`config.mk`:
```
export PLATFORM = sky130hd
export DESIGN_NAME = tfir_deemph
export DESIGN_NICKNAME = d
export VERILOG_FILES = /design/src/rtl/tfir_pkg.sv /design/src/rtl/tfir_cfg_regs.sv /design/src/rtl/tfir_delay_line.sv /design/src/rtl/tfir_tap_sum.sv /design/src/rtl/tfir_deemph.sv
export SDC_FILE = /design/constraint.sdc
export NUM_CORES = 1
export LEC_CHECK = 0
export ABC_AREA = 1
export BUFFER_PORTS_ARGS = -buffer_cell sky130_fd_sc_hd__buf_2
export CORE_UTILIZATION = 40
export CTS_CLUSTER_DIAMETER = 150
export DETAILED_ROUTE_END_ITERATION = 7
export GPL_TIMING_DRIVEN = 0
export SLEW_MARGIN = 20
export SYNTH_ARGS = -nofsm -noshare
export SYNTH_HDL_FRONTEND = slang
export SYNTH_SLANG_ARGS = --single-unit
```
`constraint.sdc`:
```
create_clock -name clk -period 12.6 [get_ports clk]
set_input_delay 3.78 -clock clk [delete_from_list [all_inputs] [get_ports clk]]
set_output_delay 3.78 -clock clk [all_outputs]
set_load 0.02 [all_outputs]
```
`src/rtl/tfir_pkg.sv`:
```
package tfir_pkg;

  typedef enum logic [1:0] {
    SEL_SWING = 2'd0,
    SEL_PRE   = 2'd1,
    SEL_POST  = 2'd2,
    SEL_POL   = 2'd3
  } cfg_sel_e;

  typedef struct packed {
    logic pre;
    logic main;
    logic post;
  } taps_t;

endpackage

```
`src/rtl/tfir_cfg_regs.sv`:
```
module tfir_cfg_regs #(
  parameter int GAIN_W    = 8,
  parameter int GAIN_MAX  = 128,
  parameter int SWING_W   = 4,
  parameter int SWING_RST = 8
) (
  input  logic               clk,
  input  logic               rst_n,
  input  logic               we,
  input  logic [1:0]         sel,
  input  logic [GAIN_W-1:0]  wdata,
  output logic [SWING_W-1:0] swing,
  output logic [GAIN_W-1:0]  pre_gain,
  output logic [GAIN_W-1:0]  post_gain,
  output logic               pol
);
  import tfir_pkg::*;

  localparam logic [GAIN_W-1:0] CAP = GAIN_W'(GAIN_MAX);

  logic [GAIN_W-1:0] clamped;
  assign clamped = (wdata > CAP) ? CAP : wdata;

  always_ff @(posedge clk) begin
    if (!rst_n) begin
      swing     <= SWING_W'(SWING_RST);
      pre_gain  <= '0;
      post_gain <= '0;
      pol       <= 1'b0;
    end else if (we) begin
      case (cfg_sel_e'(sel))
        SEL_SWING: swing     <= wdata[SWING_W-1:0];
        SEL_PRE:   pre_gain  <= clamped;
        SEL_POST:  post_gain <= clamped;
        default:   pol       <= wdata[0];
      endcase
    end
  end
endmodule

```
`src/rtl/tfir_delay_line.sv`:
```
module tfir_delay_line (
  input  logic            clk,
  input  logic            rst_n,
  input  logic            shift_en,
  input  logic            din,
  input  logic            pol,
  output tfir_pkg::taps_t nxt
);
  import tfir_pkg::*;

  taps_t cur;

  always_comb begin
    nxt.pre  = din ^ pol;
    nxt.main = cur.pre;
    nxt.post = cur.main;
  end

  always_ff @(posedge clk) begin
    if (!rst_n)        cur <= '0;
    else if (shift_en) cur <= nxt;
  end
endmodule

```
`src/rtl/tfir_tap_sum.sv`:
```
module tfir_tap_sum #(
  parameter int GAIN_W   = 8,
  parameter int GAIN_MAX = 128,
  parameter int SWING_W  = 4,
  parameter int AMP_BASE = 4,
  parameter int SHIFT    = 1,
  parameter int OUT_W    = 12
) (
  input  tfir_pkg::taps_t    taps,
  input  logic [GAIN_W-1:0]  pre_gain,
  input  logic [GAIN_W-1:0]  post_gain,
  input  logic [SWING_W-1:0] swing,
  output logic [OUT_W-1:0]   level,
  output logic               sat
);
  localparam int SUM_W  = GAIN_W + 3;
  localparam int AMP_W  = SWING_W + 2;
  localparam int PROD_W = SUM_W + AMP_W;
  localparam logic signed [PROD_W-1:0] LIM_HI = PROD_W'((2 ** (OUT_W - 1)) - 1);
  localparam logic signed [PROD_W-1:0] LIM_LO = PROD_W'(-(2 ** (OUT_W - 1)));

  logic signed [SUM_W-1:0]  g_main, g_pre, g_post, t_main, t_pre, t_post, sum;
  logic signed [AMP_W-1:0]  amp;
  logic signed [PROD_W-1:0] prod, scaled;

  always_comb begin
    g_main = SUM_W'(GAIN_MAX);
    g_pre  = signed'({3'b000, pre_gain});
    g_post = signed'({3'b000, post_gain});
    t_main = taps.main ? g_main : -g_main;
    t_pre  = taps.pre  ? g_pre  : -g_pre;
    t_post = taps.post ? g_post : -g_post;
    sum    = t_main - t_pre - t_post;
    amp    = signed'({2'b00, swing}) + AMP_W'(AMP_BASE);
    prod   = PROD_W'(sum) * PROD_W'(amp);
    scaled = prod >>> SHIFT;
    if (scaled > LIM_HI) begin
      level = {1'b0, {(OUT_W - 1){1'b1}}};
      sat   = 1'b1;
    end else if (scaled < LIM_LO) begin
      level = {1'b1, {(OUT_W - 1){1'b0}}};
      sat   = 1'b1;
    end else begin
      level = scaled[OUT_W-1:0];
      sat   = 1'b0;
    end
  end
endmodule

```
`src/rtl/tfir_deemph.sv`:
```
module tfir_deemph #(
  parameter int GAIN_W    = 8,
  parameter int GAIN_MAX  = 128,
  parameter int SWING_W   = 4,
  parameter int SWING_RST = 8,
  parameter int AMP_BASE  = 4,
  parameter int SHIFT     = 1,
  parameter int OUT_W     = 12
) (
  input  logic                    clk,
  input  logic                    rst_n,
  input  logic                    in_valid,
  output logic                    in_ready,
  input  logic                    in_bit,
  output logic                    out_valid,
  input  logic                    out_ready,
  output logic signed [OUT_W-1:0] out_level,
  output logic                    out_sat,
  input  logic                    cfg_we,
  input  logic [1:0]              cfg_sel,
  input  logic [GAIN_W-1:0]       cfg_wdata
);
  import tfir_pkg::*;

  logic [SWING_W-1:0] swing;
  logic [GAIN_W-1:0]  pre_gain, post_gain;
  logic               pol, accept, sat_c;
  logic [OUT_W-1:0]   level_c;
  taps_t              taps_nxt;

  assign in_ready = !out_valid || out_ready;
  assign accept   = in_valid && in_ready;

  tfir_cfg_regs #(
    .GAIN_W(GAIN_W), .GAIN_MAX(GAIN_MAX), .SWING_W(SWING_W), .SWING_RST(SWING_RST)
  ) u_cfg (
    .clk(clk), .rst_n(rst_n), .we(cfg_we), .sel(cfg_sel), .wdata(cfg_wdata),
    .swing(swing), .pre_gain(pre_gain), .post_gain(post_gain), .pol(pol)
  );

  tfir_delay_line u_dly (
    .clk(clk), .rst_n(rst_n), .shift_en(accept), .din(in_bit), .pol(pol), .nxt(taps_nxt)
  );

  tfir_tap_sum #(
    .GAIN_W(GAIN_W), .GAIN_MAX(GAIN_MAX), .SWING_W(SWING_W),
    .AMP_BASE(AMP_BASE), .SHIFT(SHIFT), .OUT_W(OUT_W)
  ) u_sum (
    .taps(taps_nxt), .pre_gain(pre_gain), .post_gain(post_gain), .swing(swing),
    .level(level_c), .sat(sat_c)
  );

  always_ff @(posedge clk) begin
    if (!rst_n) begin
      out_valid <= 1'b0;
      out_level <= '0;
      out_sat   <= 1'b0;
    end else if (accept) begin
      out_valid <= 1'b1;
      out_level <= level_c;
      out_sat   <= sat_c;
    end else if (out_ready) begin
      out_valid <= 1'b0;
    end
  end
endmodule

```
==> results.md <==
* Area Overhead vs Synth at 9.94%
* Hold Buf Count CTS at 0
* Crit Path Category: primary input to flip-flop
* Register area share after synthesis at 15.9%
* # port buffers at 29
* CP max FO at 10
* Nets at 811
* Syn. warnings at 0
* Detailed-route wire length per cell at 12.5 um
* Vert. Die Dim at 110 um
* Synth area leaders: dfxtp_1 (16%), fa_1 (15%), ha_1 (14%)
* Post-route ant nets at 0
* CP Data Arrival Time at 10250 ps
* Library cells used by synthesis at 33
* Clk buf depth at 2
* Root Buffer: clkbuf_16
* Synthesis-stage register bit count at 37
* ANT cells at 0
* Relative slew slack at 61.9%
* DR vias/cell at 4.88
* Share of layout cells above drive strength 1 at 10.2%
* Drt drc at 2
* Initial Util at 40.9%
* Number of synthesized flops with an enable pin at 0
* First-pass GRT wire length at 18200 um
* Final setup fails at 0
* Post-synth ARST share at 0%
* Worst skew pair latency at 280 ps
* Slowest CP cell: fa_1
* Max stage delay on crit path at 580 ps
* Slew Limit Fails at 0
* Die X at 110 um
* Crit path launch type: primary input
* DR iter-0 viols at 252
* # IOs at 31
* GRT Util Overall at 19.2%
* R2R Setup Slk at 5770 ps
* Worst Path Required at 12760 ps
* Dpl hpwl at 9010 um
* Final hold viol count at 0
* Worst-path clk slew at 50 ps
* Critical path endpoint: out_level[1]$_SDFFE_PN0P_
* Core area at 11400 um2
* Worst setup EP type: flip-flop
* HP Class: flip-flop to flip-flop
* CTS tree: built
* FMAX at 99.1 MHz
* Total of max-cap violations at 0
* Hold Crit Depth at 2
* Clock Skews at 6.62 ps
* Vias in the first global route at 3954
* Setup bufs post-CTS at 0
* Mapped Area at 4660 um2
* Slew @ Worst Pin at 568 ps
* Net Count, Synth at 775
* Most used cell, CP: inv_1
* Reg2reg path depth at 33
* Placer's final routability congestion estimate at 0.896
* Setup TNS Final at 0 ps
* Yosys top cell by area: dfxtp_1
* Clock Sinks at 37
* Primary FF master, synth: dfxtp_1
* Min Tclk post-route at 10090 ps
* Cts repair resizes at 0
* Post-Route M1 WL at 4970 um
* Vias after detailed routing at 4155
* R2R Path Start: u_cfg.pol$_SDFFE_PN0P_
* Row Count at 39
* Failing checks: design-rule violations
* FF-to-FF End: out_level[1]$_SDFFE_PN0P_
* Routed wl met3 at 366 um
* Die Area at 12100 um2
* Period utilization at 80.0%
* Total global routing overflow at 0
* Status: finished, violations left
* Post-Synthesis Cells at 672
* RSZ-0062 raised after global routing: no
* DR WL met2 at 5190 um
* CTS buffer count at 5
* Pre-Repair DR Iteration Count at 6
* CTS H-tree depth at 2
* Initial antenna violation count at 0
* Avg Inst Size Synth at 6.93 um2
* WL final at 10600 um
* Crit path launch: in_bit
* Largest net degree at the start of global routing at 12
* DR top layer: met4
* Share of the synthesized area in the top cell type at 15.9%
cells in the final DEF, fill, tap and decap left out, drive strengths merged, types with 12 or more instances in the layout:
master  instances
a21oi          56
buf            33
clkbuf         12
dfxtp          37
fa             34
ha             53
inv           151
nand2         141
nand3          36
nor2           56
o21ai          36
xnor2          15
xor2           17
how the worst min path moves through the flow:
stage          slack, ps                        from                    endpoint
4_1_cts              470  out_level[11]$_SDFFE_PN0P_  out_level[11]$_SDFFE_PN0P_
3_3_place_gp         450      u_cfg.pol$_SDFFE_PN0P_      u_cfg.pol$_SDFFE_PN0P_
3_5_place_dp         460  out_level[11]$_SDFFE_PN0P_  out_level[11]$_SDFFE_PN0P_
6_report             470  out_level[11]$_SDFFE_PN0P_  out_level[11]$_SDFFE_PN0P_
2_1_floorplan        440      u_cfg.pol$_SDFFE_PN0P_      u_cfg.pol$_SDFFE_PN0P_
5_1_grt              500  out_level[11]$_SDFFE_PN0P_  out_level[11]$_SDFFE_PN0P_
logic make-up after synthesis:
logic type	after synthesis	share of synthesized area, %
and+or+nand+nor	253	23.1
xor gates and xnor gates	32	6.18
AOI/OAI and AO/OA	101	12.4
DFF	37	15.9
adders and majority gates	87	28.9
buffers and inverters	162	13.5
worst max-delay path, delay by kind of cell:
| kind | cells | cell delay, ps |
|---|---|---|
| simple gates | 14 | 2210 |
| fa+ha+maj | 6 | 2820 |
| buf+inv | 9 | 810 |
| compound gates | 4 | 630 |
registers in the layout, summed over array words and instances (netlist names):
register / count
out_sat: 1
out_level: 12
u_cfg.post_gain: 8
out_valid: 1
u_cfg.pol: 1
u_cfg.pre_gain: 8
u_cfg.swing: 4
u_dly.nxt: 2
cell usage after synthesis, drive strengths merged (8+ instances only):
cell type / count
nor2: 56
xnor2: 15
dfxtp: 37
o21ai: 36
ha: 53
nand3: 36
xor2: 17
a21oi: 56
nand2: 141
nand4: 8
inv: 151
fa: 34
layer usage:
layer,track usage [%],vias up
li1,-,2163
met1,26.2,1926
met2,32.1,60
met3,3.44,6
met4,3.05,0
met5,0,-
layout make-up:
type	instances	area, um2
Multi-Input combinational cell	473	3290
Clock buffer	6	129
Timing Repair Buffer	29	145
Buffer	10	57.6
Inverter	152	571
Sequential cell	37	741
Fill cell	1180	6250
Tap cell	143	179
Clock inverter	2	10.0
stage by stage:
stage | setup slack (ps) | hold WS, ps | util (%) | instance area [um2] | std cells
6_report | 2510 | 466 | 45.0 | 5120 | 852
5_1_grt | 1990 | 503 | 45.0 | 5120 | 852
4_1_cts | 2500 | 472 | 45.0 | 5120 | 852
3_5_place_dp | 2260 | 463 | 43.8 | 4980 | 844
3_3_place_gp | 2330 | 452 | 43.8 | 4980 | 844
2_1_floorplan | 3150 | 442 | - | 4660 | 672
Power is left out: the tool's default activity adds up to more than one toggle a clock period on the data nets, which glitch-free logic cannot reach.
